[src/rtl/exc_pkg.sv]
package exc_pkg;
  typedef enum logic [3:0] {
    ST_IDLE,
    ST_DEC,
    ST_PUSH_PC,
    ST_PUSH_SR,
    ST_CLR,
    ST_VEC,
    ST_DISP,
    ST_POP_PC,
    ST_POP_SR,
    ST_INC
  } seq_st_e;
endpackage

[src/rtl/exc_ctrl.sv]
module exc_ctrl
  import exc_pkg::*;
(
  input  logic    clk,
  input  logic    rst_n,
  input  logic    irq_req,
  input  logic    rtx_cmd,
  input  logic    dmem_ready,
  input  logic    pmem_ready,
  output seq_st_e state
);
  seq_st_e nxt;

  always_comb begin
    nxt = state;
    unique case (state)
      ST_IDLE:    if (irq_req) nxt = ST_DEC;
                  else if (rtx_cmd) nxt = ST_POP_PC;
      ST_DEC:     nxt = ST_PUSH_PC;
      ST_PUSH_PC: if (dmem_ready) nxt = ST_PUSH_SR;
      ST_PUSH_SR: if (dmem_ready) nxt = ST_CLR;
      ST_CLR:     nxt = ST_VEC;
      ST_VEC:     nxt = ST_DISP;
      ST_DISP:    if (pmem_ready) nxt = ST_IDLE;
      ST_POP_PC:  if (dmem_ready) nxt = ST_POP_SR;
      ST_POP_SR:  if (dmem_ready) nxt = ST_INC;
      ST_INC:     nxt = ST_IDLE;
      default:    nxt = ST_IDLE;
    endcase
  end

  always_ff @(posedge clk) begin
    if (!rst_n) state <= ST_IDLE;
    else        state <= nxt;
  end
endmodule

[src/rtl/exc_ctx.sv]
module exc_ctx
  import exc_pkg::*;
#(
  parameter int          XLEN    = 16,
  parameter int          VW      = 6,
  parameter int          BIT_I   = 9,
  parameter int          BIT_P   = 1,
  parameter int          BIT_T   = 2,
  parameter logic [XLEN-1:0] PC_RST  = '0,
  parameter logic [XLEN-1:0] PSR_RST = '0,
  parameter logic [XLEN-1:0] ISP_RST = XLEN'(16'h0100)
)(
  input  logic            clk,
  input  logic            rst_n,
  input  seq_st_e         state,
  input  logic [VW-1:0]   vec_num,
  input  logic            wr_pc,
  input  logic            wr_psr,
  input  logic            wr_isp,
  input  logic            wr_base,
  input  logic [XLEN-1:0] wr_data,
  input  logic            dmem_ready,
  input  logic [XLEN-1:0] dmem_rdata,
  input  logic            pmem_ready,
  input  logic [XLEN-1:0] pmem_rdata,
  output logic [XLEN-1:0] pc,
  output logic [XLEN-1:0] psr,
  output logic [XLEN-1:0] isp,
  output logic [XLEN-1:0] disp
);
  localparam int WORD_B  = XLEN / 8;
  localparam int FRAME_B = 2 * WORD_B;
  localparam logic [XLEN-1:0] CLR_MASK =
    (XLEN'(1) << BIT_I) | (XLEN'(1) << BIT_P) | (XLEN'(1) << BIT_T);

  logic [XLEN-1:0] base;
  logic [XLEN-1:0] entry_addr;

  assign entry_addr = base + XLEN'(vec_num) * XLEN'(WORD_B);

  always_ff @(posedge clk) begin
    if (!rst_n) begin
      pc   <= PC_RST;
      psr  <= PSR_RST;
      isp  <= ISP_RST;
      base <= '0;
      disp <= '0;
    end else begin
      unique case (state)
        ST_IDLE: begin
          if (wr_pc)   pc   <= wr_data;
          if (wr_psr)  psr  <= wr_data;
          if (wr_isp)  isp  <= wr_data;
          if (wr_base) base <= wr_data;
        end
        ST_DEC:    isp  <= isp - XLEN'(FRAME_B);
        ST_CLR:    psr  <= psr & ~CLR_MASK;
        ST_VEC:    disp <= entry_addr;
        ST_DISP:   if (pmem_ready) pc  <= pmem_rdata;
        ST_POP_PC: if (dmem_ready) pc  <= dmem_rdata;
        ST_POP_SR: if (dmem_ready) psr <= dmem_rdata;
        ST_INC:    isp  <= isp + XLEN'(FRAME_B);
        default:   ;
      endcase
    end
  end
endmodule

[src/rtl/exc_port.sv]
module exc_port
  import exc_pkg::*;
#(
  parameter int XLEN = 16
)(
  input  seq_st_e         state,
  input  logic [XLEN-1:0] pc,
  input  logic [XLEN-1:0] psr,
  input  logic [XLEN-1:0] isp,
  input  logic [XLEN-1:0] disp,
  output logic            dmem_valid,
  output logic            dmem_we,
  output logic [XLEN-1:0] dmem_addr,
  output logic [XLEN-1:0] dmem_wdata,
  output logic            pmem_valid,
  output logic [XLEN-1:0] pmem_addr
);
  localparam int WORD_B = XLEN / 8;

  logic second;

  always_comb begin
    dmem_valid = 1'b0;
    dmem_we    = 1'b0;
    second     = 1'b0;
    dmem_wdata = pc;
    unique case (state)
      ST_PUSH_PC: begin dmem_valid = 1'b1; dmem_we = 1'b1; end
      ST_PUSH_SR: begin dmem_valid = 1'b1; dmem_we = 1'b1; second = 1'b1; dmem_wdata = psr; end
      ST_POP_PC:  dmem_valid = 1'b1;
      ST_POP_SR:  begin dmem_valid = 1'b1; second = 1'b1; end
      default:    ;
    endcase
    dmem_addr = second ? isp + XLEN'(WORD_B) : isp;
  end

  assign pmem_valid = (state == ST_DISP);
  assign pmem_addr  = disp;
endmodule

[src/rtl/exc_seq.sv]
module exc_seq
  import exc_pkg::*;
#(
  parameter int XLEN = 16,
  parameter int VW   = 6
)(
  input  logic            clk,
  input  logic            rst_n,
  input  logic            irq_req,
  input  logic            rtx_cmd,
  input  logic [VW-1:0]   vec_num,
  output logic            vec_ack,
  output logic            busy,
  input  logic            wr_pc,
  input  logic            wr_psr,
  input  logic            wr_isp,
  input  logic            wr_base,
  input  logic [XLEN-1:0] wr_data,
  output logic [XLEN-1:0] pc_o,
  output logic [XLEN-1:0] psr_o,
  output logic [XLEN-1:0] isp_o,
  output logic            dmem_valid,
  input  logic            dmem_ready,
  output logic            dmem_we,
  output logic [XLEN-1:0] dmem_addr,
  output logic [XLEN-1:0] dmem_wdata,
  input  logic [XLEN-1:0] dmem_rdata,
  output logic            pmem_valid,
  input  logic            pmem_ready,
  output logic [XLEN-1:0] pmem_addr,
  input  logic [XLEN-1:0] pmem_rdata
);
  seq_st_e         state;
  logic [XLEN-1:0] disp;

  exc_ctrl u_ctrl (
    .clk(clk), .rst_n(rst_n), .irq_req(irq_req), .rtx_cmd(rtx_cmd),
    .dmem_ready(dmem_ready), .pmem_ready(pmem_ready), .state(state)
  );

  exc_ctx #(.XLEN(XLEN), .VW(VW)) u_ctx (
    .clk(clk), .rst_n(rst_n), .state(state), .vec_num(vec_num),
    .wr_pc(wr_pc), .wr_psr(wr_psr), .wr_isp(wr_isp), .wr_base(wr_base),
    .wr_data(wr_data), .dmem_ready(dmem_ready), .dmem_rdata(dmem_rdata),
    .pmem_ready(pmem_ready), .pmem_rdata(pmem_rdata),
    .pc(pc_o), .psr(psr_o), .isp(isp_o), .disp(disp)
  );

  exc_port #(.XLEN(XLEN)) u_port (
    .state(state), .pc(pc_o), .psr(psr_o), .isp(isp_o), .disp(disp),
    .dmem_valid(dmem_valid), .dmem_we(dmem_we), .dmem_addr(dmem_addr),
    .dmem_wdata(dmem_wdata), .pmem_valid(pmem_valid), .pmem_addr(pmem_addr)
  );

  assign busy    = (state != ST_IDLE);
  assign vec_ack = (state == ST_VEC);
endmodule

[config.mk]
export PLATFORM = sky130hd
export DESIGN_NAME = exc_seq
export DESIGN_NICKNAME = d
export VERILOG_FILES = /design/src/rtl/exc_pkg.sv /design/src/rtl/exc_ctrl.sv /design/src/rtl/exc_ctx.sv /design/src/rtl/exc_port.sv /design/src/rtl/exc_seq.sv
export SDC_FILE = /design/constraint.sdc
export NUM_CORES = 1
export LEC_CHECK = 0
export BUFFER_PORTS_ARGS = -buffer_cell sky130_fd_sc_hd__clkbuf_2
export CAP_MARGIN = 20
export CORE_MARGIN = 2
export CORE_UTILIZATION = 45
export CTS_BUF_LIST = sky130_fd_sc_hd__clkbuf_4 sky130_fd_sc_hd__clkbuf_8
export DETAILED_ROUTE_END_ITERATION = 8
export PLACE_DENSITY = 0.73
export SYNTH_ARGS = -nofsm -noshare
export SYNTH_HDL_FRONTEND = slang
export SYNTH_HIERARCHICAL = 1
export SYNTH_SLANG_ARGS = --single-unit
[constraint.sdc]
create_clock -name clk -period 3.2 [get_ports clk]
set_input_delay 0.8 -clock clk [delete_from_list [all_inputs] [get_ports clk]]
set_output_delay 0.8 -clock clk [all_outputs]
set_load 0.01 [all_outputs]
==> flow_metrics.tcl, run 1 <==
set metrics [dict create \
    worstPathRequired_ns 2.40 \
    timing.final.max_slew_violations 0 \
    post_synth_main_area_contributors "sky130_fd_sc_hd__dfxtp_1 (31%), sky130_fd_sc_hd__mux2i_1 (6.3%), sky130_fd_sc_hd__nand2_1 (5.9%)" \
    drt-vias-per-instance 5.87 \
    number_of_library_cell_types_mapped_by_synthesis 71 \
    drt_pass1_iterations 5 \
    hold_violations 0 \
    yosysTopAreaCellShare_pct 30.9 \
    clk_pin_slew_ns 0.09 \
    layout_worst_path_cycle_share_pct 95.7 \
    tightest_slew_ns 0.713 \
    power_switching_uw 2700 \
    finalWirelength_um 16600 \
    buffer_ports.inserted 164 \
    clock_power_share_pct 14.7 \
    dpl.hpwl_um 12300 \
    place.gp.congestion 0.971 \
    detailroute.via_count 5541 \
    floorplan.core_area_um2 11900 \
    fin_crit_ns 3.06 \
    syn_inst 656 \
    grt_pass1_wl_um 25700 \
    tritoncts_num_sinks 84 \
    outcome "finished clean" \
    cts.htree.levels 3 \
    place_area_um2 6280 \
    setup_viol 0 \
    worstSetupEndpointType "output port" \
    postSynthAreaPerCell_um2 8.30 \
    overflow 0 \
    most_frequent_cell_after_synthesis "sky130_fd_sc_hd__nand2_1" \
    yosysSeqAreaShare_pct 30.9 \
    route.detailed.wl_per_inst_um 17.5 \
    area.growth.synth_to_final_pct 19.5 \
    power.share.switching_pct 45.7 \
    number_of_nets_still_failing_antenna_checks_after_routing 0 \
    maxCapViolations 0 \
    async_flop_share_pct 0 \
    number_of_enable_type_register_cells_in_the_synthesized_netlist 0 \
    die_w_um 114 \
    timing.max_slew.rel_slack_pct 52.5 \
    clock_tree_from_tritoncts "yes" \
    internal_power_uw 3220 \
    die-area_um2 13000 \
    grt_setup_unrepaired "no" \
    timing.clock.skew_ns 0.00543 \
    insertedDiodeCount 0 \
    clock.fmax_mhz 327 \
    floorplan.io_pins 165 \
    track_usage_pct 24.8 \
    number_of_antenna_violations_at_the_first_check_in_global_routing 0 \
    vdd_ir_drop_max_v 0.000382 \
    syn_nets 741 \
    fp.dieH_um 114 \
    critPathKind "flip-flop to output port" \
    floorplan.initialDensity_pct 45.7 \
    synth_top_cells_by_count "sky130_fd_sc_hd__nand2_1 (85), sky130_fd_sc_hd__dfxtp_1 (84), sky130_fd_sc_hd__a21oi_1 (51)" \
    worst-path-max-fanout 16 \
    synth_top_cell_by_area "sky130_fd_sc_hd__dfxtp_1" \
    n_fill_cell 1088 \
    num-nets-final 877 \
    postCtsHoldBufs 0 \
    yosysWarningCount 6 \
    row_count 40 \
    holdCritPathClass "flip-flop to flip-flop" \
    detail_route.drc_violations 0 \
    cts-buffers-inserted 9 \
    post-cts-setup-buffers 0 \
    critical_path_arrival_ns 2.26 \
    insertion_delay_to_the_later_sink_of_the_worst_skew_pair_ns 0.37 \
    drive_above_1_share_pct 29.0 \
    power.combinational.fraction_pct 55.9 \
    cts_root_buffer "sky130_fd_sc_hd__clkbuf_8" \
    synth.cell_area_um2 5440 \
    worst_setup_path_start_kind "flip-flop" \
    power.density_nw_per_um2 910 \
    first_global_vias 5069 \
    pin_count_of_the_biggest_net_entering_global_routing 33 \
    cellLeakagePower_uw 0.00284 \
    dr.first_iter.drc_count 386 \
    ctsLongestPathBuffers 2 \
    synth-main-ff-cell "sky130_fd_sc_hd__dfxtp_1" \
    post_cts.resized_instances 0 \
    final_layout_setup_total_negative_slack_ns 0 \
    design_area_um2 6500 \
    sequential_share_of_power_pct 29.4 \
    ys_seq_elements 84 \
]
==> placed cells by master, fill, tap and decap left out, drive strengths merged, types with 22 or more instances in the layout <==
cell type / instances
nand2: 85
a211oi: 23
clkbuf: 173
a22oi: 22
dfxtp: 84
nor2: 50
mux2i: 34
o21ai: 41
a21oi: 52
==> metal layers <==
layer  up-vias  global-route usage (%)  wire, µm
met4         0                    11.0       535
met1      2613                    31.2      6740
li1       2662                       -         -
met2       228                    42.0      8240
met5         -                       0         0
met3        38                    3.67      1040
==> final cells by class <==
| cell class | count | area (µm²) | share of cell area [%] |
|---|---|---|---|
| Clock inverter | 7 | 98.8 | 1.52 |
| Multi-Input combinational cell | 508 | 3420 | 52.6 |
| Timing Repair Buffer | 180 | 957 | 14.7 |
| Inverter | 9 | 33.8 | 0.519 |
| Sequential cell | 84 | 1680 | 25.9 |
| Tap cell | 147 | 184 | 2.83 |
| Clock buffer | 9 | 124 | 1.90 |
==> power groups by stage <==
stage               Clock (µW)  Combinational, µW  Sequential [µW]
floorplan                    0               2290             1770
global placement             0               3180             1740
detailed placement           0               3250             1760
CTS                        884               3270             1740
global route               914               3640             1790
finish                     871               3310             1740
==> final timing paths <==
path / end / slack (ns) / start / cells after the start
min reg2reg: u_ctx/disp[5]$_SDFFE_PN0N_ / 0.46 / u_ctx/disp[5]$_SDFFE_PN0N_ / 2
min: u_ctx/disp[5]$_SDFFE_PN0N_ / 0.46 / u_ctx/disp[5]$_SDFFE_PN0N_ / 2
max reg2reg: u_ctx/isp[14]$_SDFFE_PN0P_ / 0.35 / u_ctrl/state[0]$_SDFFE_PN0P_ / 9
max: dmem_wdata[9] / 0.14 / u_ctrl/state[1]$_SDFFE_PN0P_ / 6
==> registers in the layout (all words and copies together), names as in the netlist <==
name          cells
u_ctx/pc         16
u_ctrl/state      4
u_ctx/base       16
u_ctx/psr        16
u_ctx/disp       16
u_ctx/isp        16
==> stage by stage <==
stage	power (µW)	hold WS, ns	instances	setup slack (ns)	util (%)
finish	5920	0.456	944	0.138	54.6
global route	6340	0.475	944	0.000853	54.6
CTS	5890	0.460	944	0.0765	54.6
detailed placement	5010	0.448	928	0.457	52.7
global placement	4920	0.441	928	0.543	52.7
floorplan	4060	0.432	656	0.359	-
==> cell families (layout without fill, tap and decap cells) <==
kind of cell,count (synthesis),count (layout),share of synthesized area (%)
AOI/OAI and AO/OA,192,192,23.1
xor gates and xnor gates,28,28,4.50
adders and majority gates,21,21,5.10
buffers and inverters,64,205,6.55
DFF,84,84,30.9
muxes,53,53,10.2
and+or+nand+nor,214,214,19.7
==> critical path, stage by stage (launching register included) <==
cell                       delay (ns)
sky130_fd_sc_hd__dfxtp_1         0.60
sky130_fd_sc_hd__nand2b_1        0.17
sky130_fd_sc_hd__nor2_1          0.18
sky130_fd_sc_hd__and2_1          0.16
sky130_fd_sc_hd__buf_4           0.26
sky130_fd_sc_hd__mux2_2          0.38
sky130_fd_sc_hd__clkbuf_2        0.13
Note: power is estimated with default switching activity, not from simulation.
==> run 2, diff against run 1 <==
- CTS_BUF_LIST: sky130_fd_sc_hd__clkbuf_4 sky130_fd_sc_hd__clkbuf_8 -> sky130_fd_sc_hd__clkbuf_4 sky130_fd_sc_hd__clkbuf_8 sky130_fd_sc_hd__clkbuf_16
==> flow_metrics.tcl, run 2 (synthesis results as in run 1) <==
set metrics [dict create \
    power_switching_uw 2730 \
    drt-vias-per-instance 5.86 \
    detailroute.via_count 5528 \
    final_layout_setup_total_negative_slack_ns 0 \
    drt_pass1_iterations 7 \
    ctsLongestPathBuffers 2 \
    worst-path-max-fanout 21 \
    post-cts-setup-buffers 0 \
    power.share.switching_pct 44.1 \
    overflow 0 \
    timing.rr.start "u_ctrl/state[0]$_SDFFE_PN0P_" \
    sequential_share_of_power_pct 28.1 \
    number_of_nets_still_failing_antenna_checks_after_routing 0 \
    vdd_ir_drop_max_v 0.000377 \
    floorplan.io_pins 165 \
    area.sequential_um2 1680 \
    layout.cells.most_common "sky130_fd_sc_hd__clkbuf_2" \
    r2r_setup_slack_ns 0.37 \
    worst_setup_path_start_kind "flip-flop" \
    num-nets-final 877 \
    power.combinational.fraction_pct 53.4 \
    critical_path_arrival_ns 2.29 \
    finalWirelength_um 16600 \
    insertedDiodeCount 0 \
    die_w_um 114 \
    fin_crit_ns 3.09 \
    worstPathRequired_ns 2.40 \
    n_fill_cell 1077 \
    layout_worst_path_cycle_share_pct 96.5 \
    hold_violations 0 \
    maxCapViolations 0 \
    cts-buffers-inserted 9 \
    insertion_delay_to_the_later_sink_of_the_worst_skew_pair_ns 0.34 \
    floorplan.initialDensity_pct 45.7 \
    layout.cells.most_common_list "sky130_fd_sc_hd__clkbuf_2 (164), sky130_fd_sc_hd__nand2_1 (85), sky130_fd_sc_hd__dfxtp_1 (83)" \
    critPathKind "flip-flop to output port" \
    timing.final.max_slew_violations 0 \
    timing.max_slew.rel_slack_pct 50.3 \
    worst_hold_launch "u_ctx/disp[5]$_SDFFE_PN0N_" \
    dpl.hpwl_um 12300 \
    clock_tree_from_tritoncts "yes" \
    place.gp.congestion 0.971 \
    clk_pin_slew_ns 0.07 \
    holdCritPathClass "flip-flop to flip-flop" \
    number_of_antenna_violations_at_the_first_check_in_global_routing 0 \
    grt_setup_unrepaired "no" \
    dr.first_iter.drc_count 460 \
    drive_above_1_share_pct 29.0 \
    first_global_vias 5074 \
    tritoncts_num_sinks 84 \
    cts_root_buffer "sky130_fd_sc_hd__clkbuf_16" \
    route.detailed.wl_per_inst_um 17.6 \
    cellLeakagePower_uw 0.00289 \
    row_count 40 \
    die-area_um2 13000 \
    clock_power_share_pct 18.4 \
    track_usage_pct 24.9 \
    detail_route.drc_violations 0 \
    clock.fmax_mhz 324 \
    multiInputGateArea_um2 3420 \
    internal_power_uw 3460 \
    setup_viol 0 \
    outcome "finished clean" \
    floorplan.core_area_um2 11900 \
    timing.clock.skew_ns 0.00500 \
    cp-startpoint "u_ctrl/state[0]$_SDFFE_PN0P_" \
    area.growth.synth_to_final_pct 21.3 \
    fp.dieH_um 114 \
    post_cts.resized_instances 0 \
    power.density_nw_per_um2 938 \
    final.hold.worst_slack_ns 0.452 \
    grt_pass1_wl_um 25700 \
    pin_count_of_the_biggest_net_entering_global_routing 33 \
    total_power_uw 6190 \
    tightest_slew_ns 0.745 \
    worstSetupEndpointType "output port" \
    postCtsHoldBufs 0 \
    buffer_ports.inserted 164 \
    cts.htree.levels 3 \
]
-- run 2: per-stage QoR --
step                      utilization [%]  cell area, µm²  cells  setup slack [ns]
after floorplan                         -            5440    656             0.359
after global placement               52.7            6280    928             0.543
after detailed placement             52.7            6280    928             0.457
after CTS                            55.4            6600    944             0.113
after global routing                 55.4            6600    944            0.0359
final                                55.4            6600    944             0.112
-- run 2: cell type report --
type | instances | area share, %
Clock inverter | 7 | 1.50
Inverter | 9 | 0.512
Multi-Input combinational cell | 508 | 51.9
Timing Repair Buffer | 180 | 14.4
Sequential cell | 84 | 25.5
Clock buffer | 9 | 3.41
Tap cell | 147 | 2.79
-- run 2: per-layer routing --
| layer | global-route usage, % | wire length, µm |
|---|---|---|
| met5 | 0 | 0 |
| met4 | 11.2 | 514 |
| met3 | 4.36 | 991 |
| met2 | 41.7 | 8230 |
| met1 | 31.3 | 6890 |
-- run 2: worst paths after layout --
path                                     end  depth (start not counted)
hold / removal    u_ctx/disp[5]$_SDFFE_PN0N_                          2
hold reg to reg   u_ctx/disp[5]$_SDFFE_PN0N_                          2
setup reg to reg  u_ctx/isp[14]$_SDFFE_PN0P_                          9
setup / recovery               dmem_wdata[9]                          5
-- run 2: critical path, cell delays in order, from the launching register on --
cell                       delay (ns)
sky130_fd_sc_hd__dfxtp_2         0.54
sky130_fd_sc_hd__buf_4           0.42
sky130_fd_sc_hd__and2_1          0.20
sky130_fd_sc_hd__buf_4           0.25
sky130_fd_sc_hd__mux2_2          0.38
sky130_fd_sc_hd__clkbuf_2        0.13
-- run 2: power groups by stage --
stage	registers (µW)	logic (µW)	clock network, µW
final	1740	3310	1140
after global routing	1790	3640	1190
after CTS	1740	3280	1160
after detailed placement	1760	3250	0
after global placement	1740	3180	0
after floorplan	1770	2290	0
==> run 3, diff against run 2 <==
==> constraint.sdc (replaced) <==
create_clock -name clk -period 3.2 [get_ports clk]
set_input_delay 0.64 -clock clk [delete_from_list [all_inputs] [get_ports clk]]
set_output_delay 0.64 -clock clk [all_outputs]
set_load 0.01 [all_outputs]
==> flow_metrics.tcl, run 3 (synthesis results as in run 1) <==
set metrics [dict create \
    worstPathRequired_ns 2.56 \
    detail_route.drc_violations 0 \
    clock.fmax_mhz 344 \
    die-area_um2 13000 \
    overflow 0 \
    insertedDiodeCount 0 \
    num-nets-final 876 \
    post-cts-setup-buffers 0 \
    hold_violations 0 \
    clock_tree_from_tritoncts "yes" \
    post_cts.resized_instances 0 \
    insertion_delay_to_the_later_sink_of_the_worst_skew_pair_ns 0.35 \
    timing.rr.start "u_ctrl/state[1]$_SDFFE_PN0P_" \
    worst_setup_path_start_kind "flip-flop" \
    floorplan.core_area_um2 11900 \
    holdCritPathClass "flip-flop to flip-flop" \
    layout_worst_path_cycle_share_pct 90.8 \
    detailroute.via_count 5505 \
    setup_viol 0 \
    drive_above_1_share_pct 28.9 \
    area.growth.synth_to_final_pct 20.9 \
    place_area_um2 6260 \
    internal_power_uw 3460 \
    floorplan.io_pins 165 \
    crit_slowest_cell "sky130_fd_sc_hd__or3b_4" \
    power_switching_uw 2750 \
    clk_pin_slew_ns 0.07 \
    maxCapViolations 0 \
    cts.htree.levels 3 \
    layout.cells.most_common_list "sky130_fd_sc_hd__clkbuf_2 (164), sky130_fd_sc_hd__nand2_1 (85), sky130_fd_sc_hd__dfxtp_1 (83)" \
    power.share.switching_pct 44.3 \
    grt_setup_unrepaired "no" \
    grt_pass1_wl_um 25900 \
    maximum_single_stage_delay_on_the_critical_path_ns 0.43 \
    floorplan.initialDensity_pct 45.7 \
    fin_crit_ns 2.91 \
    cts-buffers-inserted 9 \
    timing.clock.skew_ns 0.00679 \
    path_cells "buf_4 -> or3b_4 -> a211oi_4 -> nand4_1 -> xnor2_1 -> clkbuf_2" \
    layout.cells.most_common "sky130_fd_sc_hd__clkbuf_2" \
    power.combinational.fraction_pct 54.0 \
    first_global_vias 5119 \
    critical_path_arrival_ns 2.27 \
    design_area_um2 6580 \
    route.detailed.wl_per_inst_um 17.6 \
    number_of_antenna_violations_at_the_first_check_in_global_routing 0 \
    clock_power_share_pct 18.4 \
    final_layout_setup_total_negative_slack_ns 0 \
    finalWirelength_um 16600 \
    dr.first_iter.drc_count 386 \
    cp_num_buf_inv 2 \
    cp-startpoint "u_ctrl/state[1]$_SDFFE_PN0P_" \
    pin_count_of_the_biggest_net_entering_global_routing 52 \
    track_usage_pct 25.0 \
    cellLeakagePower_uw 0.00287 \
    cts_root_buffer "sky130_fd_sc_hd__clkbuf_16" \
    final.hold.worst_slack_ns 0.456 \
    timing.critical_path.max_delay_family "simple AND/OR/NAND/NOR gates" \
    row_count 40 \
    die_w_um 114 \
    timing.max_slew.rel_slack_pct 31.1 \
    postCtsHoldBufs 0 \
    worst_hold_launch "u_ctx/base[1]$_SDFFE_PN0P_" \
    drt_pass1_iterations 5 \
    place.gp.congestion 0.995 \
    outcome "finished clean" \
    ctsLongestPathBuffers 2 \
    fp.dieH_um 114 \
    drt-vias-per-instance 5.84 \
    number_of_nets_still_failing_antenna_checks_after_routing 0 \
    power.density_nw_per_um2 944 \
    n_fill_cell 1115 \
    timing.final.max_slew_violations 0 \
    sequential_share_of_power_pct 27.6 \
    vdd_ir_drop_max_v 0.000458 \
    dpl.hpwl_um 12400 \
    buffer_ports.inserted 164 \
    critPathKind "flip-flop to output port" \
    worstSetupEndpointType "output port" \
    tritoncts_num_sinks 84 \
    worst-path-max-fanout 12 \
    tightest_slew_ns 1.03 \
]
## run 3: cell types whose count changed in the layout (fill, tap and decap cells not counted)
cell	delta
sky130_fd_sc_hd__clkinvlp_4	+2
sky130_fd_sc_hd__buf_12	-1
sky130_fd_sc_hd__clkinv_2	-1
sky130_fd_sc_hd__inv_6	-1
## run 3: power by group through the flow
stage                     combinational, µW  clock [µW]  sequential [µW]
after floorplan                        2290           0             1770
after global placement                 3230           0             1720
after detailed placement               3300           0             1730
after CTS                              3310        1170             1710
after global routing                   3660        1210             1760
final                                  3350        1150             1710
## run 3: tightest hold or removal path, delay by kind of cell (launching register included)
family,cells,cell delay (ns)
flip-flops,1,0.31
AND/OR/NAND/NOR,1,0.05
AO/OA/AOI/OAI,1,0.05
## run 3: per-stage QoR
| stage | std cells | total power (µW) | setup WS (ns) | util [%] |
|---|---|---|---|---|
| 4_1_cts | 943 | 6190 | 0.286 | 55.3 |
| 3_5_place_dp | 927 | 5030 | 0.655 | 52.5 |
| 2_1_floorplan | 656 | 4060 | 0.359 | - |
| 6_report | 943 | 6210 | 0.295 | 55.3 |
| 5_1_grt | 943 | 6630 | 0.193 | 55.3 |
| 3_3_place_gp | 927 | 4940 | 0.662 | 52.5 |
## run 3: final timing paths
| check | to | cells past startpoint | slack [ns] |
|---|---|---|---|
| worst max-delay path | dmem_addr[11] | 6 | 0.29 |
| worst min-delay path | u_ctx/base[1]$_SDFFE_PN0P_ | 2 | 0.46 |
| worst max register to register | u_ctx/isp[13]$_SDFFE_PN0P_ | 9 | 0.55 |
| worst min register to register | u_ctx/base[1]$_SDFFE_PN0P_ | 2 | 0.46 |
## run 3: final cells by class
| class | instances | area [µm²] | area share, % |
|---|---|---|---|
| multi-input combinational | 508 | 3420 | 52.0 |
| sequential | 84 | 1680 | 25.6 |
| timing repair buffer | 179 | 933 | 14.2 |
| clock buffer | 9 | 225 | 3.42 |
| tap | 147 | 184 | 2.79 |
| clock inverter | 7 | 100 | 1.52 |
| inverter | 9 | 33.8 | 0.513 |
## run 3: metal layers
layer  track usage [%]  vias to the layer above  routed length (µm)
li1                  -                     2659                   -
met1              31.4                     2584                6920
met2              42.2                      221                8210
met3              4.68                       41                 995
met4              10.2                        0                 461
met5                 0                        -                   0
